[config.mk]
export PLATFORM = sky130hd
export DESIGN_NAME = frame_irq_router
export DESIGN_NICKNAME = d
export VERILOG_FILES = /design/src/rtl/frt_pkg.sv /design/src/rtl/frt_tick_gen.sv /design/src/rtl/frt_flag_bank.sv /design/src/rtl/frt_router.sv /design/src/rtl/frame_irq_router.sv
export SDC_FILE = /design/constraint.sdc
export NUM_CORES = 1
export LEC_CHECK = 0
export BUFFER_PORTS_ARGS = -buffer_cell sky130_fd_sc_hd__clkbuf_2
export CORE_MARGIN = 5
export CORE_UTILIZATION = 30
export DETAILED_ROUTE_END_ITERATION = 8
export GPL_TIMING_DRIVEN = 0
export SLEW_MARGIN = 30
export SYNTH_ARGS = -nofsm -noshare
export SYNTH_HDL_FRONTEND = slang
export SYNTH_SLANG_ARGS = --single-unit
[constraint.sdc]
create_clock -name clk -period 1.9 [get_ports clk]
set_input_delay 0.095 -clock clk [delete_from_list [all_inputs] [get_ports clk]]
set_output_delay 0.095 -clock clk [all_outputs]
set_load 0.01 [all_outputs]
[src/rtl/frt_pkg.sv]
package frt_pkg;
    // Flag position driven by the frame tick; bulk sources follow above it.
    localparam int unsigned FRAME_IDX = 0;
endpackage

[src/rtl/frt_tick_gen.sv]
module frt_tick_gen #(
    parameter int unsigned CLK_HZ  = 48_000_000,
    parameter int unsigned TICK_HZ = 1_000
) (
    input  logic clk,
    input  logic rst_n,
    input  logic sof_i,
    output logic tick_o
);
    localparam int unsigned PERIOD = CLK_HZ / TICK_HZ;
    localparam int unsigned CW     = (PERIOD > 2) ? $clog2(PERIOD) : 1;
    localparam logic [CW-1:0] RELOAD = CW'(PERIOD - 1);

    typedef struct packed {
        logic [CW-1:0] cnt;
    } tick_st_t;

    tick_st_t st_d, st_q;
    logic     tick;

    always_comb begin
        st_d = st_q;
        // A start-of-frame pulse realigns the period and ticks at once.
        tick = sof_i || (st_q.cnt == '0);
        if (tick) begin
            st_d.cnt = RELOAD;
        end else begin
            st_d.cnt = st_q.cnt - 1'b1;
        end
    end

    always_ff @(posedge clk) begin
        if (!rst_n) begin
            st_q.cnt <= RELOAD;
        end else begin
            st_q <= st_d;
        end
    end

    assign tick_o = tick;
endmodule

[src/rtl/frt_flag_bank.sv]
module frt_flag_bank #(
    parameter int unsigned NUM_SRC = 3
) (
    input  logic               clk,
    input  logic               rst_n,
    input  logic [NUM_SRC-1:0] set_i,
    input  logic               clr_wr_i,
    input  logic [NUM_SRC-1:0] clr_mask_i,
    output logic [NUM_SRC-1:0] flag_o
);
    typedef struct packed {
        logic [NUM_SRC-1:0] flag;
    } flag_st_t;

    flag_st_t           st_d, st_q;
    logic [NUM_SRC-1:0] clr_eff;

    always_comb begin
        st_d    = st_q;
        clr_eff = clr_wr_i ? clr_mask_i : '0;
        // Setting has priority over clearing in the same cycle.
        for (int i = 0; i < int'(NUM_SRC); i++) begin
            st_d.flag[i] = set_i[i] | (st_q.flag[i] & ~clr_eff[i]);
        end
    end

    always_ff @(posedge clk) begin
        if (!rst_n) begin
            st_q.flag <= '0;
        end else begin
            st_q <= st_d;
        end
    end

    assign flag_o = st_q.flag;
endmodule

[src/rtl/frt_router.sv]
module frt_router #(
    parameter int unsigned NUM_SRC = 3
) (
    input  logic               clk,
    input  logic               rst_n,
    input  logic               sel_wr_i,
    input  logic [NUM_SRC-1:0] sel_wdata_i,
    input  logic [NUM_SRC-1:0] flag_i,
    output logic [NUM_SRC-1:0] sel_o,
    output logic               irq_o,
    output logic               fiq_o
);
    typedef struct packed {
        logic [NUM_SRC-1:0] sel;
    } sel_st_t;

    sel_st_t            st_d, st_q;
    logic               all_fast;
    logic [NUM_SRC-1:0] fast_mask;
    logic [NUM_SRC-1:0] to_fiq;
    logic [NUM_SRC-1:0] to_irq;

    always_comb begin
        st_d = st_q;
        if (sel_wr_i) begin
            st_d.sel = sel_wdata_i;
        end
    end

    always_ff @(posedge clk) begin
        if (!rst_n) begin
            st_q.sel <= '0;
        end else begin
            st_q <= st_d;
        end
    end

    // An all-ones select is rejected: nothing is sent to the fast line.
    assign all_fast  = &st_q.sel;
    assign fast_mask = all_fast ? '0 : st_q.sel;

    for (genvar g = 0; g < int'(NUM_SRC); g++) begin : g_lane
        assign to_fiq[g] = flag_i[g] &  fast_mask[g];
        assign to_irq[g] = flag_i[g] & ~fast_mask[g];
    end

    assign fiq_o = |to_fiq;
    assign irq_o = |to_irq;
    assign sel_o = st_q.sel;
endmodule

[src/rtl/frame_irq_router.sv]
module frame_irq_router #(
    parameter int unsigned CLK_HZ  = 48_000_000,
    parameter int unsigned TICK_HZ = 1_000,
    parameter int unsigned NUM_SRC = 3
) (
    input  logic               clk,
    input  logic               rst_n,
    input  logic               sof_i,
    input  logic [NUM_SRC-2:0] src_evt_i,
    input  logic               sel_wr_i,
    input  logic [NUM_SRC-1:0] sel_wdata_i,
    input  logic               clr_wr_i,
    input  logic [NUM_SRC-1:0] clr_wdata_i,
    output logic               frame_tick_o,
    output logic               irq_o,
    output logic               fiq_o,
    output logic [NUM_SRC-1:0] sel_o
);
    import frt_pkg::*;

    logic               tick;
    logic [NUM_SRC-1:0] set_vec;
    logic [NUM_SRC-1:0] flags;

    frt_tick_gen #(
        .CLK_HZ (CLK_HZ),
        .TICK_HZ(TICK_HZ)
    ) u_tick (
        .clk   (clk),
        .rst_n (rst_n),
        .sof_i (sof_i),
        .tick_o(tick)
    );

    always_comb begin
        set_vec            = '0;
        set_vec[FRAME_IDX] = tick;
        for (int i = 1; i < int'(NUM_SRC); i++) begin
            set_vec[i] = src_evt_i[i-1];
        end
    end

    frt_flag_bank #(
        .NUM_SRC(NUM_SRC)
    ) u_flags (
        .clk       (clk),
        .rst_n     (rst_n),
        .set_i     (set_vec),
        .clr_wr_i  (clr_wr_i),
        .clr_mask_i(clr_wdata_i),
        .flag_o    (flags)
    );

    frt_router #(
        .NUM_SRC(NUM_SRC)
    ) u_route (
        .clk        (clk),
        .rst_n      (rst_n),
        .sel_wr_i   (sel_wr_i),
        .sel_wdata_i(sel_wdata_i),
        .flag_i     (flags),
        .sel_o      (sel_o),
        .irq_o      (irq_o),
        .fiq_o      (fiq_o)
    );

    assign frame_tick_o = tick;
endmodule

==> flow_metrics.py, run 1 <==
metrics = {
    "critical_path": {
        "crit_fanout": 4,
        "endpoint_kind": "output port",
        "crit_arrival_ns": 1.70,
        "cp-startpoint": "u_tick.st_q[0]",
        "worstSetupPathType": "reg -> out",
        "reg2reg_depth": 7,
        "startpoint_type": "flop",
        "r2r-start": "u_tick.st_q[0]",
        "r2r_slack_ns": 0.16,
        "reg2reg_to": "u_tick.st_q[15]",
        "worst_ep_required_time_ns": 1.80,
    },
    "min_path": {
        "hold_path_depth": 3,
        "hold_class": "in -> reg",
        "whs_endpoint": "u_flags.flag_o[1]",
        "holdCritStartpoint": "src_evt_i[0]",
    },
    "synthesis": {
        "yosysMostFrequentCell": "dfxtp_1",
        "syn_area_mm2": 0.001049,
        "syn_nets": 124,
        "synth_cells": 110,
        "yosysSeqAreaShare_pct": 42.00,
        "synthSimpleGateAreaFrac_pct": 32.34,
        "ys_types": 34,
        "muxShareOfSynthArea_pct": 2.864,
        "ys_warn_count": 0,
        "synthAdderAreaFrac_pct": 1.193,
        "yosys-top-cells-count": "dfxtp_1 (22), nand2_1 (15), xor2_1 (7)",
        "synth_top_area_cell": "dfxtp_1",
        "synth-compound-area-share_pct": 7.995,
        "ys_ff_latch": 22,
        "synth_top_family_by_area": "simple AND/OR/NAND/NOR gates",
        "syn_avg_cell_area_um2": 9.532,
        "synthTopCellsByArea": "dfxtp_1 (42%), xor2_1 (5.8%), nand2_1 (5.4%)",
        "synth_top_area_share_pct": 42.00,
        "synthArstFlopShare_pct": 0,
        "synth_xor_area_share_pct": 10.02,
        "synth_edf_count": 0,
        "ys.flop_type": "dfxtp_1",
    },
    "drt": {
        "drt_iter0_markers": 13,
        "ant_nets": 0,
        "drc": 0,
        "wl_per_cell_um": 11.24,
        "routed_wl_um": 2001,
        "vias": 838,
        "drtPass1Iterations": 4,
        "viasPerCell": 4.708,
    },
    "clock_network": {
        "clk_latency_ns": 0.31,
        "clock_path_buffers": 2,
        "cts_tree": "built",
        "clkTransAtPathRegs_ns": 0.13,
        "cts_setup_buffers": 0,
        "cts_buffers": 3,
        "cts_root_buf": "clkbuf_4",
        "cts_sinks": 22,
        "htree_levels": 1,
    },
    "placement": {
        "place_congestion": 0.7632,
        "port-buffer-count": 18,
        "hpwl_um": 1525,
    },
    "timing": {
        "maxSlewHeadroom_pct": 63.83,
        "fmax_ghz": 0.5573,
        "clock_skew_ns": 0.01144,
        "worstMarginPinSlew_ns": 0.5397,
        "slew_violations": 0,
        "period_minus_slack_ns": 1.794,
        "hold_violations": 0,
        "grt_setup_unrepaired": "false",
        "setup_viol": 0,
        "hold_ws_ns": 0.004128,
        "tns_ns": 0,
        "fin_crit_sh_pct": 94.45,
    },
    "die": {
        "num_rows": 21,
        "die_height_um": 69.12,
        "core_area_mm2": 0.003363,
        "io-pin-count": 19,
        "chipWidth_um": 69.12,
        "dieArea_mm2": 0.004778,
        "start_util_pct": 31.18,
    },
    "global_route": {
        "grt_util_all_layers_pct": 8.926,
        "antenna_found_initial": 0,
        "grt_start_max_net_pins": 14,
        "grt_pass1_wl_um": 3643,
        "overflow": 0,
        "grt_pass1_vias": 861,
    },
    "power": {
        "ir_worst_vdd_uv": 231.3,
        "leakagePower_nw": 0.4832,
        "p_per_area_mw_per_mm2": 730.1,
    },
    "finish": {
        "antenna_cells": 0,
        "drive_above_1_share_pct": 27.27,
        "fill_cells": 374,
        "nets": 147,
        "area_growth_pct": 19.69,
    },
    "outcome": {
        "status": "complete, no violations",
    },
    "run": {
        "maxCapViolCount": 0,
    },
}
[through the flow]
step	area, µm²	setup WS (ns)	util [%]	cells	power, mW
after floorplan	1049	0.3965	-	110	0.5344
after detailed placement	1196	0.1710	35.57	174	0.5678
final	1255	0.1055	37.31	178	0.9162
after CTS	1249	0.07204	37.13	178	0.9290
after global placement	1196	0.2234	35.57	174	0.5650
after global routing	1255	0.009784	37.31	178	0.9562
[cell families (layout without fill, tap and decap cells)]
kind of cell	count (synthesis)	after routing
and+or+nand+nor	54	54
DFF	22	22
AOI/OAI and AO/OA	12	12
xor gates and xnor gates	12	12
buffers and inverters	6	28
muxes	3	3
adders and majority gates	1	1
[area by class of cell]
class,count,area [µm²],area share (%)
inverters,4,15.01,1.196
well taps,46,57.56,4.586
repair buffers,18,90.09,7.178
flip-flops and latches,22,440.4,35.09
clock inverters,1,30.03,2.393
clock buffers,3,22.52,1.795
plain buffers,2,22.52,1.795
multi-input cells,82,576.8,45.96
[where the power goes]
group / total [mW] / switching [mW] / internal, mW
combinational: 0.0721 / 0.0338 / 0.0383
sequential: 0.484 / 0.0124 / 0.472
clock: 0.360 / 0.147 / 0.213
total: 0.916 / 0.193 / 0.723
[registers in the layout (all words and copies together), names as in the netlist]
register / cells
u_flags.flag_o: 3
u_tick.st_q: 16
u_route.sel_o: 3
[per-layer routing]
metal  GRT usage [%]  part of all wire (%)  vias to the layer above
li1                -                     -                      425
met1           10.68                    48                      388
met2           15.04                    44                       22
met3           3.052                   7.3                        3
met4           2.603                  0.95                        0
met5               0                     0                        -
[how the worst max path moves through the flow]
stage	to	slack, ns
after floorplan	u_tick.st_q[3]	0.40
after global placement	u_tick.st_q[11]	0.22
after detailed placement	u_tick.st_q[15]	0.17
after CTS	frame_tick_o	0.07
after global routing	frame_tick_o	0.01
final	frame_tick_o	0.11
[cells in the final DEF, fill, tap and decap left out, drive strengths merged]
master / count
a21oi: 5
nand4: 4
o21a: 1
nand4b: 1
inv: 4
xnor2: 5
dfxtp: 22
nor3: 3
nand3b: 1
buf: 2
a221o: 1
ha: 1
o41ai: 1
and4: 1
nor3b: 1
nor2b: 6
nor2: 4
or2: 1
and2: 3
mux2i: 3
clkbuf: 21
xor2: 7
o22ai: 1
nor4b: 1
nand2b: 3
bufinv: 1
nand3: 4
a311oi: 1
a31o: 1
nor4: 3
nand2: 18
a22o: 1
[repair_timing]
item                                    in CTS  in global routing
endpoints found under the setup margin       0                  1
hold buffers                                 0                  0
resized for setup                            0                  1
[worst max-delay path: stages (launching register included)]
cell and delay (ns):
dfxtp_1 0.38, inv_1 0.05, ha_1 0.23, nor4b_2 0.17, and4_4 0.21, or2_4 0.23
clkbuf_2 0.13
No activity file was read; power rests on OpenSTA's default activity.
==> run 2, diff against run 1 <==
--- a/config.mk
+++ b/config.mk
@@ -6,10 +6,12 @@
 export NUM_CORES = 1
 export LEC_CHECK = 0
 export BUFFER_PORTS_ARGS = -buffer_cell sky130_fd_sc_hd__clkbuf_2
+export CORE_ASPECT_RATIO = 1.4
 export CORE_MARGIN = 5
 export CORE_UTILIZATION = 30
 export DETAILED_ROUTE_END_ITERATION = 8
 export GPL_TIMING_DRIVEN = 0
+export PLACE_DENSITY = 0.53
 export SLEW_MARGIN = 30
 export SYNTH_ARGS = -nofsm -noshare
 export SYNTH_HDL_FRONTEND = slang
==> run 2 against run 1 <==
Power grew 7.9%. Flip-flop and latch count is the same. Sequential power is essentially flat. Combinational power grew 1%. Register-to-register slack gained 0.04 ns. Highest routed layer unchanged. Die area grew 0.35%. Critical path depth is the same. Clock skew grew 0.0011 ns. Clock-buffer cell count is the same. Hold slack gained 0.057 ns.
==> flow_metrics.py, run 2 (synthesized netlist as in run 1, its figures left out) <==
metrics = {
    "die": {
        "die_height_um": 79.95,
        "core_area_mm2": 0.003378,
        "chipWidth_um": 59.97,
        "dieArea_mm2": 0.004794,
        "num_rows": 25,
        "start_util_pct": 31.04,
        "io-pin-count": 19,
    },
    "finish": {
        "drive_above_1_share_pct": 26.52,
        "nets": 147,
        "final_common_cell": "dfxtp_1",
        "area_growth_pct": 20.17,
        "largest-register": "u_tick.st_q",
        "fill_cells": 361,
        "mostFrequentLayoutCells": "dfxtp_1 (22), clkbuf_2 (18), nand2_1 (15)",
        "largest_reg_flops": 16,
        "antenna_cells": 0,
    },
    "drt": {
        "m1WireLength_um": 905,
        "ant_nets": 0,
        "wl_met3_um": 156,
        "drc": 0,
        "viasPerCell": 4.872,
        "vias": 838,
        "wl_per_cell_um": 12.23,
        "maxUsedRoutingLayer": "met4",
        "drt_iter0_markers": 26,
        "wl_met2_um": 1020,
        "routed_wl_um": 2104,
        "drtPass1Iterations": 2,
    },
    "min_path": {
        "hold_class": "in -> reg",
    },
    "timing": {
        "grt_setup_unrepaired": "false",
        "tns_ns": 0,
        "setup_viol": 0,
        "fin_crit_sh_pct": 90.82,
        "hold_violations": 0,
        "clock_skew_ns": 0.01253,
        "setup_ws_ns": 0.1745,
        "worstMarginPinSlew_ns": 0.5318,
        "slew_violations": 0,
        "maxSlewHeadroom_pct": 64.35,
        "fmax_ghz": 0.5795,
        "period_minus_slack_ns": 1.725,
    },
    "critical_path": {
        "critical-path-slowest-cell": "dfxtp_1",
        "cpPeakStageDelay_ns": 0.33,
        "critPathBufInv": 2,
        "worst_ep_required_time_ns": 1.80,
        "endpoint_kind": "output port",
        "crit_path_cell_trace": "inv_1 -> ha_1 -> nor4b_1 -> and4_4 -> or2_4 -> clkbuf_2",
        "path_delay_family": "simple AND/OR/NAND/NOR gates",
        "startpoint_type": "flop",
        "crit_arrival_ns": 1.63,
        "worstSetupPathType": "reg -> out",
        "crit_fanout": 4,
    },
    "run": {
        "maxCapViolCount": 0,
    },
    "clock_network": {
        "cts_sinks": 22,
        "cts_root_buf": "clkbuf_8",
        "ctsResizeCount": 0,
        "cts_setup_buffers": 0,
        "cts_buffers": 3,
        "clk_latency_ns": 0.26,
        "clock_path_buffers": 2,
        "cts_hold_buf": 0,
        "cts_tree": "built",
        "htree_levels": 1,
        "clkTransAtPathRegs_ns": 0.09,
    },
    "placement": {
        "place_congestion": 0.7262,
        "hpwl_um": 1594,
        "port-buffer-count": 18,
        "place_ws_ns": 0.1794,
    },
    "global_route": {
        "overflow": 0,
        "antenna_found_initial": 0,
        "grt_start_max_net_pins": 14,
        "grt_util_all_layers_pct": 9.427,
        "grt_pass1_wl_um": 3532,
        "grt_pass1_vias": 838,
    },
    "power": {
        "leakagePower_nw": 0.4910,
        "ir_worst_vdd_uv": 366.9,
        "p_per_area_mw_per_mm2": 784.4,
    },
    "outcome": {
        "status": "complete, no violations",
    },
}
==> run 2: changes by cell type in the layout (fill, tap and decap cells not counted) <==
cell / change
clkbuf_4: -3
nor4b_2: -1
nor4b_1: +1
clkbuf_8: +3
==> run 2: report_power, final <==
group / internal [mW] / switching, mW
combinational: 0.0384 / 0.0345
clock: 0.281 / 0.150
sequential: 0.471 / 0.0130
total: 0.791 / 0.198
==> run 2: layer usage <==
| metal | up-vias | track usage (%) |
|---|---|---|
| li1 | 424 | - |
| met1 | 389 | 9.931 |
| met2 | 21 | 17.53 |
| met3 | 4 | 2.104 |
| met4 | 0 | 3.326 |
| met5 | - | 0 |
==> run 2: cell type report <==
cell class              instances  area (µm²)  share of cell area [%]
multi-input cells              82       570.5                   45.28
flip-flops and latches         22       440.4                   34.96
repair buffers                 18       90.09                   7.150
well taps                      40       50.05                   3.972
clock buffers                   3       41.29                   3.277
clock inverters                 1       30.03                   2.383
plain buffers                   2       22.52                   1.787
inverters                       4       15.01                   1.192
==> run 2: per-stage QoR <==
stage	power, mW	std cells	util (%)	cell area (µm²)	hold slack, ns
floorplan	0.5344	110	-	1049	0.2124
global placement	0.5659	168	35.19	1189	0.3356
detailed placement	0.5688	168	35.19	1189	0.3353
CTS	1.001	172	37.30	1260	0.06273
global route	1.037	172	37.30	1260	0.08849
finish	0.9884	172	37.30	1260	0.06108
==> run 2: final timing paths <==
kind	from	end	slack (ns)	cells past startpoint
max	u_tick.st_q[0]	frame_tick_o	0.17	6
min	src_evt_i[0]	u_flags.flag_o[1]	0.06	3
max reg2reg	u_tick.st_q[0]	u_tick.st_q[11]	0.20	7
min reg2reg	u_tick.st_q[0]	u_tick.st_q[0]	0.41	1
==> run 2: worst register-to-register path, stage by stage (launching register included) <==
cell and delay [ns]:
dfxtp_1 0.36, inv_1 0.06, ha_1 0.23, nor4b_1 0.15, and4_4 0.21, nor3b_4 0.33
buf_6 0.21, nand2_1 0.05
==> run 3, diff against run 2 <==
--- a/config.mk
+++ b/config.mk
@@ -6,7 +6,7 @@
 export NUM_CORES = 1
 export LEC_CHECK = 0
 export BUFFER_PORTS_ARGS = -buffer_cell sky130_fd_sc_hd__clkbuf_2
-export CORE_ASPECT_RATIO = 1.4
+export CORE_ASPECT_RATIO = 0.6
 export CORE_MARGIN = 5
 export CORE_UTILIZATION = 30
 export DETAILED_ROUTE_END_ITERATION = 8
==> run 3 against run 2 <==
Sequential power barely moved. Hold slack improved by 0.0088 ns. Clock power fell by 37%. Flip-flop and latch count did not move. Maximum frequency barely moved. Critical endpoint unchanged. Highest routed layer unchanged. First-iteration DRC count rose to 2.8 times the previous value. Setup slack improved by 0.00088 ns. Register-to-register slack barely moved. Clock-buffer cell count did not move. Global-route usage rose by 0.071 points. Die area rose by 0.46%. Power fell by 16%.
==> flow_metrics.py, run 3 (synthesized netlist as in run 1, its figures left out) <==
metrics = {
    "power": {
        "ir_worst_vdd_uv": 331.4,
        "p_int_mw": 0.6507,
        "p_per_area_mw_per_mm2": 668.2,
        "switching_share_pct": 21.61,
        "pwr-share-seq_pct": 58.5,
        "leakagePower_nw": 0.4768,
        "combPwrFrac_pct": 8.7,
        "p_sw_mw": 0.1794,
        "clkPwrFrac_pct": 32.8,
    },
    "placement": {
        "port-buffer-count": 18,
        "placed_area_mm2": 0.001195,
        "dp.cells": 173,
        "hpwl_um": 1638,
        "place_congestion": 0.7618,
    },
    "drt": {
        "viasPerCell": 4.665,
        "drtPass1Iterations": 4,
        "vias": 821,
        "ant_nets": 0,
        "drc": 0,
        "routed_wl_um": 2109,
        "wl_per_cell_um": 11.98,
        "drt_iter0_markers": 73,
    },
    "clock_network": {
        "cts_sinks": 22,
        "clkTransAtPathRegs_ns": 0.07,
        "clock_path_buffers": 2,
        "htree_levels": 1,
        "clk_latency_ns": 0.25,
        "cts_tree": "built",
        "cts_root_buf": "clkbuf_8",
        "cts_buffers": 3,
    },
    "global_route": {
        "grt_pass1_wl_um": 3636,
        "antenna_found_initial": 0,
        "grt_util_all_layers_pct": 9.498,
        "grtUsageMet3_pct": 3.107,
        "busiest_layer": "met2",
        "met2_usage_pct": 14.27,
        "overflow": 0,
        "use_met1_pct": 12.63,
        "grt_start_max_net_pins": 12,
        "grt_pass1_vias": 765,
    },
    "critical_path": {
        "cp-startpoint": "u_tick.st_q[0]",
        "crit_fanout": 4,
        "r2r_slack_ns": 0.19,
        "worst_ep_required_time_ns": 1.80,
        "r2r-start": "u_tick.st_q[0]",
        "worstSetupPathType": "reg -> out",
        "reg2reg_depth": 7,
        "startpoint_type": "flop",
        "endpoint_kind": "output port",
        "crit_arrival_ns": 1.63,
    },
    "finish": {
        "final_cells": 176,
        "fill_cells": 342,
        "largest_reg_flops": 16,
        "mostFrequentLayoutCells": "dfxtp_1 (22), clkbuf_2 (18), nand2_1 (15)",
        "largest-register": "u_tick.st_q",
        "final_common_cell": "dfxtp_1",
        "antenna_cells": 0,
        "drive_above_1_share_pct": 26.72,
        "nets": 147,
        "area_growth_pct": 18.50,
        "final_cell_area_mm2": 0.001242,
    },
    "die": {
        "dieArea_mm2": 0.004816,
        "die_height_um": 55.80,
        "num_rows": 16,
        "io-pin-count": 19,
        "start_util_pct": 31.74,
        "chipWidth_um": 86.32,
        "core_area_mm2": 0.003303,
    },
    "outcome": {
        "status": "complete, no violations",
    },
    "timing": {
        "tns_ns": 0,
        "maxSlewHeadroom_pct": 66.68,
        "hold_ws_ns": 0.06987,
        "fin_crit_sh_pct": 90.77,
        "worstMarginPinSlew_ns": 0.4971,
        "slew_violations": 0,
        "setup_viol": 0,
        "fmax_ghz": 0.5798,
        "grt_setup_unrepaired": "false",
        "hold_violations": 0,
        "period_minus_slack_ns": 1.725,
        "clock_skew_ns": 0.002568,
    },
    "run": {
        "maxCapViolCount": 0,
    },
    "min_path": {
        "holdCritStartpoint": "src_evt_i[0]",
        "hold_path_depth": 3,
        "hold_class": "in -> reg",
    },
}
## run 3: cell types whose count changed in the layout (fill, tap and decap cells not counted)
cell	before	now
nor4b_1	1	0
bufinv_16	1	0
nor4b_2	0	1
## run 3: critical path, stage by stage, from the launching register on
cell,delay (ns)
dfxtp_1,0.36
inv_1,0.05
ha_1,0.23
nor4b_2,0.17
and4_4,0.21
or2_4,0.23
clkbuf_2,0.13
## run 3: stage by stage
step                total power [mW]  worst slack (ns)  utilization [%]
floorplan                     0.5344            0.3965                -
global placement              0.5666            0.2186            36.17
CTS                           0.8476            0.1340            37.42
global route                  0.8777           0.03624            37.61
detailed placement            0.5688            0.2049            36.17
finish                        0.8302            0.1754            37.61
## run 3: path summary, 6_finish.rpt
check | end
worst max register to register | u_tick.st_q[8]
worst min register to register | u_tick.st_q[0]
worst max-delay path | frame_tick_o
worst min-delay path | u_flags.flag_o[1]
## run 3: layout make-up
| cell class | instances | area, µm² | share of cell area [%] |
|---|---|---|---|
| clock buffer | 3 | 41.29 | 3.323 |
| sequential | 22 | 440.4 | 35.45 |
| multi-input combinational | 82 | 576.8 | 46.43 |
| inverter | 4 | 15.01 | 1.208 |
| buffer | 2 | 22.52 | 1.813 |
| tap | 45 | 56.30 | 4.532 |
| timing repair buffer | 18 | 90.09 | 7.251 |
## run 3: power by group through the flow
stage	Sequential (mW)	Combinational [mW]	Clock, mW
2_1_floorplan	0.494	0.0408	0
3_3_place_gp	0.495	0.0716	0
3_5_place_dp	0.496	0.0732	0
4_1_cts	0.485	0.0736	0.289
5_1_grt	0.487	0.0806	0.310
6_report	0.485	0.0722	0.273
## run 3: timing repair
action / CTS / global route
gates resized for setup: 0 / 1
hold buffers: 0 / 0
setup buffers: 0 / 0
endpoints found under the setup margin: 0 / 1
## run 3: routing by layer
layer | share of wire, % | vias up
met5 | 0 | -
met4 | 1.2 | 0
met3 | 3.0 | 2
met2 | 46 | 9
met1 | 50 | 385
li1 | - | 425
